File: src/rtl/mdix_hunt_pkg.sv
package mdix_hunt_pkg;

    localparam int ADDR_W = 5;
    localparam int DATA_W = 16;

    localparam logic [ADDR_W-1:0] ADR_BASIC_STAT = 5'd1;
    localparam logic [ADDR_W-1:0] ADR_OUR_ADVERT = 5'd4;
    localparam logic [ADDR_W-1:0] ADR_PEER_ABIL  = 5'd5;
    localparam logic [ADDR_W-1:0] ADR_NEG_EXPAND = 5'd6;
    localparam logic [ADDR_W-1:0] ADR_VENDOR_SPD = 5'd31;

    localparam int BIT_LINK      = 2;
    localparam int BIT_NEG_ABLE  = 3;
    localparam int BIT_NEG_DONE  = 5;
    localparam int BIT_PEER_NEG  = 0;
    localparam int BIT_PAUSE     = 10;
    localparam int SPD_CODE_LSB  = 2;

    typedef enum logic [2:0] {
        H_IDLE,
        H_DWELL,
        H_ISSUE,
        H_WAIT,
        H_DONE
    } hunt_st_e;

    typedef enum logic [2:0] {
        Q_LINK,
        Q_CONFIRM,
        Q_SPEED,
        Q_EXPAN,
        Q_ADVERT,
        Q_PARTNER
    } query_e;

    typedef struct packed {
        logic link;
        logic fast;
        logic full;
        logic pause;
    } link_sum_t;

    function automatic logic [ADDR_W-1:0] query_addr(input query_e q);
        case (q)
            Q_SPEED:   return ADR_VENDOR_SPD;
            Q_EXPAN:   return ADR_NEG_EXPAND;
            Q_ADVERT:  return ADR_OUR_ADVERT;
            Q_PARTNER: return ADR_PEER_ABIL;
            default:   return ADR_BASIC_STAT;
        endcase
    endfunction

    function automatic link_sum_t decode_speed(input logic [2:0] code);
        link_sum_t s;
        s = '0;
        case (code)
            3'd1: begin s.fast = 1'b0; s.full = 1'b0; end
            3'd5: begin s.fast = 1'b0; s.full = 1'b1; end
            3'd2: begin s.fast = 1'b1; s.full = 1'b0; end
            3'd6: begin s.fast = 1'b1; s.full = 1'b1; end
            default: begin s.fast = 1'b0; s.full = 1'b0; end
        endcase
        return s;
    endfunction

endpackage

File: src/rtl/mdix_dwell_timer.sv
module mdix_dwell_timer #(
    parameter int DWELL_CYCLES = 250_000_000
) (
    input  logic clk,
    input  logic rst,
    input  logic load,
    output logic fire
);
    localparam int CW = $clog2(DWELL_CYCLES + 1);
    localparam logic [CW-1:0] LOAD_V = CW'(DWELL_CYCLES);

    logic [CW-1:0] cnt;

    always_ff @(posedge clk) begin
        if (rst) begin
            cnt <= '0;
        end else if (load) begin
            cnt <= LOAD_V;
        end else if (cnt != '0) begin
            cnt <= cnt - 1'b1;
        end
    end

    assign fire = (cnt == CW'(1));

    // an armed count walks down one per cycle
    a_r3_count_down: assert property (@(posedge clk) disable iff (rst)
        (cnt > CW'(1) && !load) |=> (cnt == $past(cnt) - 1'b1));

    initial begin
        a_r3_dwell_nonzero: assert (DWELL_CYCLES >= 1);
    end

endmodule

File: src/rtl/mdix_mgmt_port.sv
module mdix_mgmt_port
    import mdix_hunt_pkg::*;
(
    input  logic              clk,
    input  logic              rst,
    input  logic              launch,
    input  logic [ADDR_W-1:0] launch_addr,
    output logic              mgmt_req,
    output logic [ADDR_W-1:0] mgmt_addr,
    input  logic              mgmt_ack,
    input  logic [DATA_W-1:0] mgmt_rdata,
    output logic              rd_valid,
    output logic [DATA_W-1:0] rd_data
);

    always_ff @(posedge clk) begin
        if (rst) begin
            mgmt_req  <= 1'b0;
            mgmt_addr <= '0;
            rd_valid  <= 1'b0;
            rd_data   <= '0;
        end else begin
            rd_valid <= 1'b0;
            if (launch) begin
                mgmt_req  <= 1'b1;
                mgmt_addr <= launch_addr;
            end else if (mgmt_req && mgmt_ack) begin
                mgmt_req <= 1'b0;
                rd_valid <= 1'b1;
                rd_data  <= mgmt_rdata;
            end
        end
    end

    // request is held with its address until acknowledged
    a_r4_req_held: assert property (@(posedge clk) disable iff (rst)
        (mgmt_req && !mgmt_ack) |=> (mgmt_req && $stable(mgmt_addr)));

    // acknowledge ends the request and yields the word
    a_r4_ack_closes: assert property (@(posedge clk) disable iff (rst)
        (mgmt_req && mgmt_ack) |=> (!mgmt_req && rd_valid && rd_data == $past(mgmt_rdata)));

    // sequencer only launches onto an idle port
    a_r4_launch_idle: assert property (@(posedge clk) disable iff (rst)
        launch |-> !mgmt_req);

endmodule

File: src/rtl/mdix_link_summary.sv
module mdix_link_summary
    import mdix_hunt_pkg::*;
(
    input  logic      clk,
    input  logic      rst,
    input  logic      clr,
    input  logic      set_link,
    input  logic      load_spd,
    input  logic [2:0] spd_code,
    input  logic      set_pause,
    output link_sum_t sum
);
    link_sum_t dec;

    assign dec = decode_speed(spd_code);

    always_ff @(posedge clk) begin
        if (rst || clr) begin
            sum <= '0;
        end else begin
            if (set_link)  sum.link  <= 1'b1;
            if (set_pause) sum.pause <= 1'b1;
            if (load_spd) begin
                sum.fast <= dec.fast;
                sum.full <= dec.full;
            end
        end
    end

    // a clear wipes the whole summary
    a_r11_clear_wipes: assert property (@(posedge clk) disable iff (rst)
        clr |=> (sum == '0));

endmodule

File: src/rtl/mdix_link_hunter.sv
module mdix_link_hunter
    import mdix_hunt_pkg::*;
#(
    parameter int DWELL_CYCLES = 250_000_000,
    parameter int MAX_TRIES    = 100
) (
    input  logic        clk,
    input  logic        rst,
    input  logic        start,
    output logic        mgmt_req,
    output logic [4:0]  mgmt_addr,
    input  logic        mgmt_ack,
    input  logic [15:0] mgmt_rdata,
    output logic        xover_sel,
    output logic        done,
    output logic        pass,
    output logic        link_up,
    output logic        speed_100,
    output logic        full_duplex,
    output logic        pause_ok
);
    localparam int TRY_W = $clog2(MAX_TRIES + 1);
    localparam logic [TRY_W-1:0] LAST_TRY = TRY_W'(MAX_TRIES - 1);

    hunt_st_e          st, st_n;
    query_e            q, q_n;
    logic [TRY_W-1:0]  tries, tries_n;
    logic              xo, xo_n;
    logic              an_able, an_n;
    logic              done_q, done_n;
    logic              pass_q, pass_n;

    logic              tmr_load, tmr_fire;
    logic              launch;
    logic [ADDR_W-1:0] launch_addr;
    logic              rd_valid;
    logic [DATA_W-1:0] rd_data;
    logic              sum_clr, sum_link, sum_spd, sum_pause;
    link_sum_t         sum;

    mdix_dwell_timer #(.DWELL_CYCLES(DWELL_CYCLES)) u_timer (
        .clk  (clk),
        .rst  (rst),
        .load (tmr_load),
        .fire (tmr_fire)
    );

    assign launch      = (st == H_ISSUE);
    assign launch_addr = query_addr(q);

    mdix_mgmt_port u_port (
        .clk         (clk),
        .rst         (rst),
        .launch      (launch),
        .launch_addr (launch_addr),
        .mgmt_req    (mgmt_req),
        .mgmt_addr   (mgmt_addr),
        .mgmt_ack    (mgmt_ack),
        .mgmt_rdata  (mgmt_rdata),
        .rd_valid    (rd_valid),
        .rd_data     (rd_data)
    );

    mdix_link_summary u_sum (
        .clk       (clk),
        .rst       (rst),
        .clr       (sum_clr),
        .set_link  (sum_link),
        .load_spd  (sum_spd),
        .spd_code  (rd_data[SPD_CODE_LSB +: 3]),
        .set_pause (sum_pause),
        .sum       (sum)
    );

    always_comb begin
        logic wrap_up;
        wrap_up   = 1'b0;
        st_n      = st;
        q_n       = q;
        tries_n   = tries;
        xo_n      = xo;
        an_n      = an_able;
        done_n    = done_q;
        pass_n    = pass_q;
        tmr_load  = 1'b0;
        sum_clr   = 1'b0;
        sum_link  = 1'b0;
        sum_spd   = 1'b0;
        sum_pause = 1'b0;
        case (st)
            H_IDLE, H_DONE: begin
                if (start) begin
                    st_n     = H_DWELL;
                    q_n      = Q_LINK;
                    tries_n  = '0;
                    xo_n     = 1'b0;
                    an_n     = 1'b0;
                    done_n   = 1'b0;
                    pass_n   = 1'b0;
                    tmr_load = 1'b1;
                    sum_clr  = 1'b1;
                end
            end
            H_DWELL: begin
                if (tmr_fire) st_n = H_ISSUE;
            end
            H_ISSUE: begin
                st_n = H_WAIT;
            end
            H_WAIT: begin
                if (rd_valid) begin
                    case (q)
                        Q_LINK: begin
                            if (rd_data[BIT_LINK]) begin
                                q_n  = Q_CONFIRM;
                                st_n = H_ISSUE;
                            end else if (tries == LAST_TRY) begin
                                st_n   = H_DONE;
                                done_n = 1'b1;
                                pass_n = 1'b0;
                            end else begin
                                tries_n  = tries + 1'b1;
                                xo_n     = ~xo;
                                tmr_load = 1'b1;
                                st_n     = H_DWELL;
                            end
                        end
                        Q_CONFIRM: begin
                            an_n = rd_data[BIT_NEG_ABLE];
                            if (rd_data[BIT_NEG_DONE]) begin
                                q_n  = Q_SPEED;
                                st_n = H_ISSUE;
                            end else begin
                                wrap_up = 1'b1;
                            end
                        end
                        Q_SPEED: begin
                            sum_spd = 1'b1;
                            if (an_able) begin
                                q_n  = Q_EXPAN;
                                st_n = H_ISSUE;
                            end else begin
                                wrap_up = 1'b1;
                            end
                        end
                        Q_EXPAN: begin
                            if (rd_data[BIT_PEER_NEG]) begin
                                q_n  = Q_ADVERT;
                                st_n = H_ISSUE;
                            end else begin
                                wrap_up = 1'b1;
                            end
                        end
                        Q_ADVERT: begin
                            if (rd_data[BIT_PAUSE]) begin
                                q_n  = Q_PARTNER;
                                st_n = H_ISSUE;
                            end else begin
                                wrap_up = 1'b1;
                            end
                        end
                        default: begin
                            sum_pause = rd_data[BIT_PAUSE];
                            wrap_up   = 1'b1;
                        end
                    endcase
                end
            end
            default: st_n = H_IDLE;
        endcase
        if (wrap_up) begin
            sum_link = 1'b1;
            done_n   = 1'b1;
            pass_n   = 1'b1;
            st_n     = H_DONE;
        end
    end

    always_ff @(posedge clk) begin
        if (rst) begin
            st      <= H_IDLE;
            q       <= Q_LINK;
            tries   <= '0;
            xo      <= 1'b0;
            an_able <= 1'b0;
            done_q  <= 1'b0;
            pass_q  <= 1'b0;
        end else begin
            st      <= st_n;
            q       <= q_n;
            tries   <= tries_n;
            xo      <= xo_n;
            an_able <= an_n;
            done_q  <= done_n;
            pass_q  <= pass_n;
        end
    end

    assign xover_sel   = xo;
    assign done        = done_q;
    assign pass        = pass_q;
    assign link_up     = sum.link;
    assign speed_100   = sum.fast;
    assign full_duplex = sum.full;
    assign pause_ok    = sum.pause;

    // a link-check read is only launched right after the dwell expires
    a_r3_dwell_before_check: assert property (@(posedge clk) disable iff (rst)
        (st == H_ISSUE && q == Q_LINK) |-> $past(tmr_fire));

    // crossover never moves while a read is outstanding
    a_r5_xover_quiet_in_read: assert property (@(posedge clk) disable iff (rst)
        mgmt_req |-> $stable(xover_sel));

    // a failed hunt reports no status
    a_r6_fail_is_blank: assert property (@(posedge clk) disable iff (rst)
        (done && !pass) |-> !(link_up || speed_100 || full_duplex || pause_ok));

    // the attempt counter stays within the limit
    a_r6_tries_bounded: assert property (@(posedge clk) disable iff (rst)
        tries < TRY_W'(MAX_TRIES));

    // nothing is requested once finished
    a_r6_quiet_when_done: assert property (@(posedge clk) disable iff (rst)
        (done && !start) |=> !mgmt_req);

    // pause is never claimed without link
    a_r10_pause_needs_link: assert property (@(posedge clk) disable iff (rst)
        pause_ok |-> link_up);

    // done persists until a new start
    a_r11_done_holds: assert property (@(posedge clk) disable iff (rst)
        (done && !start) |=> done);

endmodule

File: config.mk
export PLATFORM = sky130hd
export DESIGN_NAME = mdix_link_hunter
export DESIGN_NICKNAME = d
export VERILOG_FILES = /design/src/rtl/mdix_hunt_pkg.sv /design/src/rtl/mdix_dwell_timer.sv /design/src/rtl/mdix_mgmt_port.sv /design/src/rtl/mdix_link_summary.sv /design/src/rtl/mdix_link_hunter.sv
export SDC_FILE = /design/constraint.sdc
export NUM_CORES = 1
export LEC_CHECK = 0
export ABC_AREA = 1
export BUFFER_PORTS_ARGS = -buffer_cell sky130_fd_sc_hd__buf_2
export CORE_MARGIN = 1
export CORE_UTILIZATION = 55
export CTS_BUF_LIST = sky130_fd_sc_hd__clkbuf_8
export DETAILED_ROUTE_END_ITERATION = 6
export PLACE_DENSITY = 0.74
export SYNTH_ARGS = -nofsm -noshare
export SYNTH_HDL_FRONTEND = slang
export SYNTH_HIERARCHICAL = 1
export SYNTH_SLANG_ARGS = --single-unit
File: constraint.sdc
create_clock -name clk -period 2.6 [get_ports clk]
set_input_delay 0 -clock clk [delete_from_list [all_inputs] [get_ports clk]]
set_output_delay 0 -clock clk [all_outputs]
set_load 0.02 [all_outputs]
==> summary.txt, run 1 <==
outcome = complete, no violations
core region area = 6350 sq um
CP max stage cell = inv_1
syn nets = 560
H-tree depth = 3
Post-CTS Setup Bufs = 0
last weighted congestion value of the routability-driven placer = 0.9366
Die H = 83.25 um
post-route minimum period = 2044 ps
r2r startpoint = tries[1]
critical-path maximum fanout = 13
WL final = 7.885 mm
Placement Cell Area = 3739 sq um
Data required, critical path = 2850 ps
GR Util All Layers = 23.87%
crit path cell chain = ha_1 -> nand2_1 -> nor2_4 -> nor2_4 -> a21oi_4 -> inv_4 -> inv_1 -> nand3_1 -> nand2_1 -> inv_1
Final HPWL DP = 5.776 mm
fin nets = 588
Tightest Pin Transition = 563.3 ps
Mapped Cells = 534
power density cells = 1048 nW/um^2
root buffer cell = clkbuf_8
fmax = 489.2 MHz
Worst Skew = 7.716 ps
CTS tree = done
Hold/Removal Path Class = input pin to flip-flop
routed length per instance = 12.26 um
Final ANT Viol Nets = 0
IO Count = 33
Final setup viols = 0
relative slew slack = 62.16%
leak pwr = 1.856 nW
Die X-Extent = 83.25 um
RSZ-0062 raised after global routing = false
synth warn = 6
port buffer count = 22
initial core utilization = 57.18%
Mapped Avg Cell Area = 6.800 sq um
peak supply drop = 0.6300 mV
row count = 29
Clock transition at path regs = 70 ps
vias per inst = 5.180
number of global-route vias before repair = 3070
post-route cell area = 3983 sq um
setup_tns = 0 ps
worst hold slack = 56.10 ps
pin count of the biggest net entering global routing = 21
Hold Vio Cnt, Final = 0
Critical Path AT = 2300 ps
DRT iter0 DRCs = 144
crit share post-route = 78.63%
total clock buffers created by CTS = 9
CTS max path bufs = 2
clk sinks = 62
clock latency on the worst-skew pair = 350 ps
routed vias = 3331
Detailed Routing Iterations Pass 1 = 4
DRC Markers = 0
Area growth syn-to-layout = 9.683%
antenna violations before repair = 0
kind of critical path = flip-flop to flip-flop
GR Overflow Total = 0
Filler cells = 590
ratio of cells with drive above 1 in the final layout = 15.90%
final slew viol count = 0
Crit. Startpoint = tries[1]
Mapped Area = 3631 sq um
antenna cells = 0
Largest stage delay, worst path = 370 ps
CP Launch Type = flip-flop
first-pass GRT wire length = 13.34 mm
Die Footprint = 6931 sq um
Crit. End Element = flip-flop
hold_sp = rst
number of max-cap violations = 0
==> cell type report <==
| class | instances | area [sq um] | area share [%] |
|---|---|---|---|
| inverter | 62 | 240.2 | 6.032 |
| clock buffer | 11 | 151.4 | 3.801 |
| multi-input combinational | 394 | 2021 | 50.74 |
| sequential | 62 | 1241 | 31.17 |
| timing repair buffer | 33 | 210.2 | 5.278 |
| tap | 77 | 96.34 | 2.419 |
| clock inverter | 4 | 22.52 | 0.5655 |
==> placed cells by master, fill, tap and decap left out, types with 2 or more instances in the layout <==
master,instances
inv_1,55
nor2_8,2
a21oi_2,7
inv_2,5
clkbuf_8,11
nand4_1,10
xnor2_1,5
o21ai_0,10
buf_4,4
clkinv_2,3
nand2_1,112
dfxtp_1,62
nand3_1,42
nor2_1,104
nor2_4,7
nand3_2,3
o21bai_1,3
xor2_1,5
o21ai_1,8
dlygate4sd3_1,7
buf_2,22
ha_1,6
nor2_2,11
nor3_1,8
nand3b_1,8
nand2_2,3
a21oi_1,28
==> routing by layer <==
metal  GRT usage, %  part of all wire (%)
met5              0                     0
met4          8.934                   1.6
met3          5.666                   3.2
met2          43.82                    52
met1          26.49                    43
==> critical path, delay by kind of cell, from the launching register on <==
kind / cells / cell delay, ps
compound gates: 1 / 240
fa+ha+maj: 1 / 290
buf+inv: 3 / 530
flops: 1 / 350
simple gates: 5 / 540
==> final timing paths <==
check / to / slack, ps / depth (start not counted)
worst max register to register: u_timer/cnt[26] / 560 / 10
worst min register to register: pass / 460 / 2
worst max-delay path: u_timer/cnt[26] / 560 / 10
worst min-delay path: u_port/rd_valid / 60 / 2
==> sequential cells by signal, summed over array words and instances (netlist names) <==
register and flops:
an_able 1, done 1, pass 1, q 3
st 3, tries 7, u_port/mgmt_addr 5, u_port/mgmt_req 1
u_port/rd_data 6, u_port/rd_valid 1, u_sum/sum 4, u_timer/cnt 28
xover_sel 1
==> through the flow <==
stage                     utilization, %  total power, mW  setup slack (ps)  instances
after floorplan                        -            3.027             660.9        534
after global placement             58.88            3.354             595.4        621
after detailed placement           58.88            3.400             566.8        621
after CTS                          62.72            4.187             554.8        643
after global routing               62.72            4.519             355.2        643
final                              62.72            4.173             555.7        643
==> repair_timing <==
item,in CTS,in global routing
endpoints found under the setup margin,0,0
resized for setup,0,0
endpoints found under the hold margin,7,0
hold buffers,7,0
==> report_power, final <==
part	internal [mW]	total, mW	switching [mW]
Combinational	0.689	2.02	1.33
Sequential	1.15	1.39	0.231
Clock	0.387	0.764	0.377
Total	2.23	4.17	1.94
Power figures use the tool's default switching activity.
==> run 2, diff against run 1 <==
==> constraint.sdc (replaced) <==
create_clock -name clk -period 1.9 [get_ports clk]
set_input_delay 0 -clock clk [delete_from_list [all_inputs] [get_ports clk]]
set_output_delay 0 -clock clk [all_outputs]
set_load 0.02 [all_outputs]
==> run 2 against run 1 <==
Effect of this change:
- die area unchanged
- via count rose by 3.2%
- clock power is 68% higher
- critical path type unchanged
==> summary.txt, run 2 (synthesis results as in run 1) <==
outcome = complete, no violations
critical path's most frequent cell = nor2_4
Tot Pwr = 6.113 mW
routed length per instance = 12.80 um
Critical Path End = u_timer/cnt[2]
Final setup viols = 0
Data required, critical path = 2170 ps
cell family with most CP delay = simple AND/OR/NAND/NOR gates
Tightest Pin Transition = 530.6 ps
number of global-route vias before repair = 3305
Area growth syn-to-layout = 13.75%
Crit. Startpoint = tries[0]
Die X-Extent = 83.25 um
last weighted congestion value of the routability-driven placer = 0.8820
Register-to-Register Path Depth = 9
pin count of the biggest net entering global routing = 24
crit share post-route = 94.58%
post-route minimum period = 1797 ps
CTS max path bufs = 2
H-tree depth = 3
Placement Cell Area = 3819 sq um
relative slew slack = 64.35%
clock latency on the worst-skew pair = 350 ps
first-pass GRT wire length = 14.68 mm
Regs by FF count = u_timer/cnt x28, tries x7, u_port/rd_data x6
routed vias = 3436
reg2reg setup slack = 100 ps
Largest Register = u_timer/cnt
Die Footprint = 6931 sq um
clk sinks = 62
Crit. End Element = flip-flop
setup_tns = 0 ps
Detailed Routing Iterations Pass 1 = 5
CP Launch Type = flip-flop
Die H = 83.25 um
Clock transition at path regs = 70 ps
leak pwr = 1.920 nW
initial core utilization = 57.18%
Final HPWL DP = 6.111 mm
core region area = 6350 sq um
GR Util All Layers = 25.90%
commonest cells after routing, fill and taps aside = nand2_1 (112), nor2_1 (103), dfxtp_1 (61)
CP max stage cell = dfxtp_1
antenna violations before repair = 0
Largest stage delay, worst path = 410 ps
kind of critical path = flip-flop to flip-flop
critical-path maximum fanout = 6
post-route cell area = 4130 sq um
Finished Layout Cells = 655
fin nets = 599
antenna cells = 0
Hold Vio Cnt, Final = 0
vias per inst = 5.246
total clock buffers created by CTS = 9
final slew viol count = 0
FF-to-FF End = u_timer/cnt[2]
peak supply drop = 1.137 mV
r2r startpoint = tries[0]
Buf/Inv on CP = 2
port buffer count = 22
crit path cell chain = ha_4 -> nand2_1 -> nor2_4 -> nor2_4 -> a21oi_4 -> inv_4 -> nor2_4 -> clkinvlp_4 -> nor3_1
number of max-cap violations = 0
Cells after DPL = 631
leading cell type in the layout, fill and taps excluded = nand2_1
Worst Skew = 7.790 ps
fmax = 556.5 MHz
Hold/Removal Path Class = input pin to flip-flop
RSZ-0062 raised after global routing = false
root buffer cell = clkbuf_8
WL final = 8.387 mm
Final ANT Viol Nets = 0
DRT iter0 DRCs = 233
ratio of cells with drive above 1 in the final layout = 18.17%
worst hold slack = 55.21 ps
DRC Markers = 0
Stages on worst setup path = 9
row count = 29
Critical Path AT = 2070 ps
number of flip-flops in the largest register = 28
power density cells = 1480 nW/um^2
GR Overflow Total = 0
CTS tree = done
IO Count = 33
-- run 2: changes by cell type in the layout (fill, tap and decap cells not counted), moves of 2 or more --
cell / delta
buf_4: +10
bufinv_16: +2
clkbuf_8: -2
clkinvlp_4: +2
-- run 2: where the power goes --
| group | switching [mW] | total (mW) | internal, mW | leakage [nW] |
|---|---|---|---|---|
| Sequential | 0.282 | 1.86 | 1.58 | 0.507 |
| Clock | 0.554 | 1.28 | 0.731 | 0.110 |
| Combinational | 1.93 | 2.96 | 1.03 | 1.30 |
| Total | 2.77 | 6.11 | 3.34 | 1.92 |
-- run 2: final cells by class --
cell class / count / area (sq um)
fill: 572 / 2220
multi-input combinational: 394 / 2041
sequential: 62 / 1242
timing repair buffer: 43 / 285.3
inverter: 62 / 244.0
clock buffer: 9 / 123.9
tap: 77 / 96.34
clock inverter: 7 / 90.09
timing repair inverter: 1 / 7.507
-- run 2: per-stage QoR --
| stage | worst slack [ps] | utilization, % |
|---|---|---|
| global placement | 193.0 | 60.14 |
| CTS | 125.1 | 64.61 |
| finish | 103.0 | 65.04 |
| detailed placement | 150.0 | 60.14 |
| floorplan | 48.25 | - |
| global route | 7.004 | 65.04 |
-- run 2: worst min-delay path by stage --
stage / start / to / slack (ps) / cells after the start
after global routing: rst / u_port/rd_valid / 60 / 2
after global placement: mgmt_rdata[4] / u_port/rd_data[4] / 220 / 3
after floorplan: rst / u_port/mgmt_req / 70 / 1
after CTS: rst / u_port/rd_valid / 40 / 2
after detailed placement: mgmt_rdata[2] / u_port/rd_data[2] / 230 / 3
final: start / st[0] / 60 / 5
-- run 2: repair_timing --
action                     in CTS  in global routing
setup buffers                   0                  0
setup endpoints to repair       0                  1
hold endpoints to repair        7                  0
hold buffers                    7                  0
resized for setup               0                  5
-- run 2: worst register-to-register path, cell delays in order, from the launching register on --
cell,delay (ps)
dfxtp_1,410
ha_4,190
nand2_1,90
nor2_4,150
nor2_4,50
a21oi_4,150
inv_4,60
nor2_4,200
clkinvlp_4,210
nor3_1,210
-- run 2: layer usage --
| metal | global-route usage (%) | routed length (um) | vias to the layer above |
|---|---|---|---|
| met1 | 34.64 | 4033 | 1580 |
| li1 | - | - | 1783 |
| met2 | 41.88 | 3893 | 63 |
| met4 | 7.524 | 89 | 0 |
| met3 | 5.666 | 371 | 10 |
| met5 | 0 | 0 | - |
==> run 3, diff against run 2 <==
--- a/config.mk
+++ b/config.mk
@@ -11,8 +11,8 @@
 export CORE_UTILIZATION = 55
 export CTS_BUF_LIST = sky130_fd_sc_hd__clkbuf_8
 export DETAILED_ROUTE_END_ITERATION = 6
-export PLACE_DENSITY = 0.74
+export MAX_ROUTING_LAYER = met4
+export PLACE_DENSITY = 0.75
 export SYNTH_ARGS = -nofsm -noshare
 export SYNTH_HDL_FRONTEND = slang
-export SYNTH_HIERARCHICAL = 1
 export SYNTH_SLANG_ARGS = --single-unit
==> run 3 against run 2 <==
Effect of this change:
- utilization shrank 0.19 points
- clock power is 11% lower
- total power grew 4.4%
- die area is 5.3% lower
- count of clock-buffer cells in the layout up 1
- worst hold slack improved by 5.8 ps
==> summary.txt, run 3 <==
Critical Path AT = 1990 ps
number of flip-flops in the largest register = 28
Final ANT Viol Nets = 0
Post-CTS Setup Bufs = 0
setup_tns = 0 ps
largest area contributor in the netlist = dfxtp_1
xor and xnor area share after synthesis = 3.573%
Hold Path Stages = 3
reg2reg setup slack = 180 ps
IO Count = 33
power density cells = 1653 nW/um^2
Buf/Inv on CP = 1
Mapped Area = 3432 sq um
routed length per instance = 12.98 um
total clock buffers created by CTS = 9
leading cell type in the layout, fill and taps excluded = nand2_1
Post-CTS Hold Buffers = 7
Tightest Pin Transition = 617.2 ps
Synth Area in Compound Gates = 12.50%
DRT iter0 DRCs = 247
Yosys reg bits = 61
antenna violations before repair = 0
share of the synthesized area in the top cell type = 35.58%
number of flops mapped to enable cells by yosys = 0
Register-to-Register Path Depth = 7
fin nets = 566
Area growth syn-to-layout = 12.54%
post-synth cell types = 39
leak pwr = 1.795 nW
last weighted congestion value of the routability-driven placer = 0.9358
core region area = 5956 sq um
GR Overflow Total = 0
GR Util All Layers = 27.35%
Detailed Routing Iterations Pass 1 = 5
clk sinks = 61
Regs by FF count = u_timer.cnt x28, tries x7, u_port.rd_data x6
DRC Markers = 0
Placement Cell Area = 3602 sq um
Seq/Total Area, Yosys = 35.58%
Stages on worst setup path = 7
post-route minimum period = 1718 ps
WL final = 8.058 mm
Crit. Startpoint = tries[0]
post-synthesis simple-gate area fraction = 37.26%
CP max stage cell = dfxtp_1
Clock transition at path regs = 70 ps
fmax = 582.0 MHz
number of max-cap violations = 0
routed vias = 3267
Worst Skew = 9.844 ps
Mapped Cells = 506
Largest stage delay, worst path = 380 ps
Final HPWL DP = 5.832 mm
FF-to-FF End = tries[1]
clock latency on the worst-skew pair = 340 ps
r2r startpoint = tries[0]
Hold/Removal Path Class = input pin to flip-flop
kind of critical path = flip-flop to flip-flop
Final setup viols = 0
critical-path maximum fanout = 15
pin count of the biggest net entering global routing = 24
Critical Path End = tries[1]
antenna cells = 0
initial core utilization = 57.63%
Data required, critical path = 2170 ps
root buffer cell = clkbuf_8
first-pass GRT wire length = 13.18 mm
syn nets = 530
Filler cells = 562
main flop type after synthesis = dfxtp_1
peak supply drop = 0.8489 mV
CTS tree = done
largest cells by area after synthesis = dfxtp_1 (36%), nand2_1 (12%), nor2_1 (11%)
post-route cell area = 3862 sq um
PostCTS Resize Cnt = 0
synth warn = 0
crit share post-route = 90.43%
synth cell count leaders = nand2_1 (106), nor2_1 (102), dfxtp_1 (61)
vias per inst = 5.261
Die Footprint = 6560 sq um
ratio of cells with drive above 1 in the final layout = 16.30%
row count = 28
Hold Vio Cnt, Final = 0
CTS max path bufs = 2
relative slew slack = 58.85%
final slew viol count = 0
outcome = complete, no violations
port buffer count = 22
Die H = 81.00 um
Largest Register = u_timer.cnt
H-tree depth = 3
Die X-Extent = 81.00 um
CP Launch Type = flip-flop
RSZ-0062 raised after global routing = false
Crit. End Element = flip-flop
count leader, synth = nand2_1
main combinational cell family by area after synthesis = simple AND/OR/NAND/NOR gates
crit path cell chain = ha_1 -> nand4_1 -> nand3b_4 -> nand2_4 -> inv_4 -> nand2_1 -> a21oi_2
cell family with most CP delay = simple AND/OR/NAND/NOR gates
ys async rst share = 0%
commonest cells after routing, fill and taps aside = nand2_1 (106), nor2_1 (102), dfxtp_1 (61)
Mapped Avg Cell Area = 6.783 sq um
number of global-route vias before repair = 2797
post-synthesis adder-cell area fraction = 1.458%
mux cell area share after synthesis = 0%
-- run 3: cell types whose count changed in the layout (fill, tap and decap cells not counted), sizes merged, moves of 4 or more --
cell    before  now
nand2      116  112
buf         36   28
nand3b       8    4
nand3       46   28
o21ai       19   26
nor2       124  110
xor2         5   12
nand4       11   18
-- run 3: worst min-delay path by stage --
stage	start	endpoint	slack [ps]
final	start	st[0]	60
after global routing	start	st[0]	130
after CTS	start	st[0]	60
after detailed placement	mgmt_rdata[0]	u_port.rd_data[0]	260
after global placement	mgmt_rdata[5]	u_port.rd_data[5]	250
after floorplan	rst	u_timer.cnt[27]	70
-- run 3: area by class of cell --
| class | instances | area, sq um | area share [%] |
|---|---|---|---|
| multi-input cells | 370 | 1881 | 48.69 |
| flip-flops and latches | 61 | 1221 | 31.62 |
| inverters | 65 | 251.5 | 6.511 |
| repair buffers | 35 | 225.2 | 5.831 |
| clock buffers | 10 | 137.6 | 3.563 |
| well taps | 75 | 93.84 | 2.430 |
| clock inverters | 5 | 52.55 | 1.361 |
-- run 3: per-stage QoR --
| step | setup WS [ps] | hold WS (ps) | utilization, % | power, mW | instances |
|---|---|---|---|---|---|
| 6_report | 181.9 | 61.04 | 64.85 | 6.385 | 621 |
| 5_1_grt | 19.74 | 129.0 | 64.85 | 6.933 | 621 |
| 4_1_cts | 198.6 | 56.61 | 64.85 | 6.330 | 621 |
| 3_5_place_dp | 226.5 | 256.9 | 60.48 | 5.159 | 599 |
| 3_3_place_gp | 286.1 | 248.5 | 60.48 | 5.108 | 599 |
| 2_1_floorplan | 353.9 | 69.07 | - | 4.486 | 506 |
-- run 3: logic make-up after synthesis --
| kind of cell | count (synthesis) |
|---|---|
| AND/OR/NAND/NOR | 282 |
| AO/OA/AOI/OAI | 70 |
| buffers and inverters | 75 |
| flip-flops | 61 |
| adder cells (fa/ha/maj) | 4 |
| XOR/XNOR | 14 |
-- run 3: routing by layer --
layer / share of wire (%) / track usage [%] / up-vias
met5: 0 / - / -
met4: 1.5 / 10.00 / 0
met3: 5.5 / 4.045 / 13
met2: 42 / 38.40 / 94
met1: 51 / 39.23 / 1473
li1: - / - / 1687
-- run 3: worst min-delay path, cell delays in order --
cell	delay (ps)
buf_2	90
nor2_1	80
nor3_1	180
-- run 3: power breakdown --
part,internal (mW),switching (mW),total (mW),leakage (nW)
combinational,1.08,2.24,3.32,1.19
sequential,1.62,0.295,1.92,0.499
clock,0.627,0.517,1.14,0.103
total,3.33,3.05,6.38,1.80
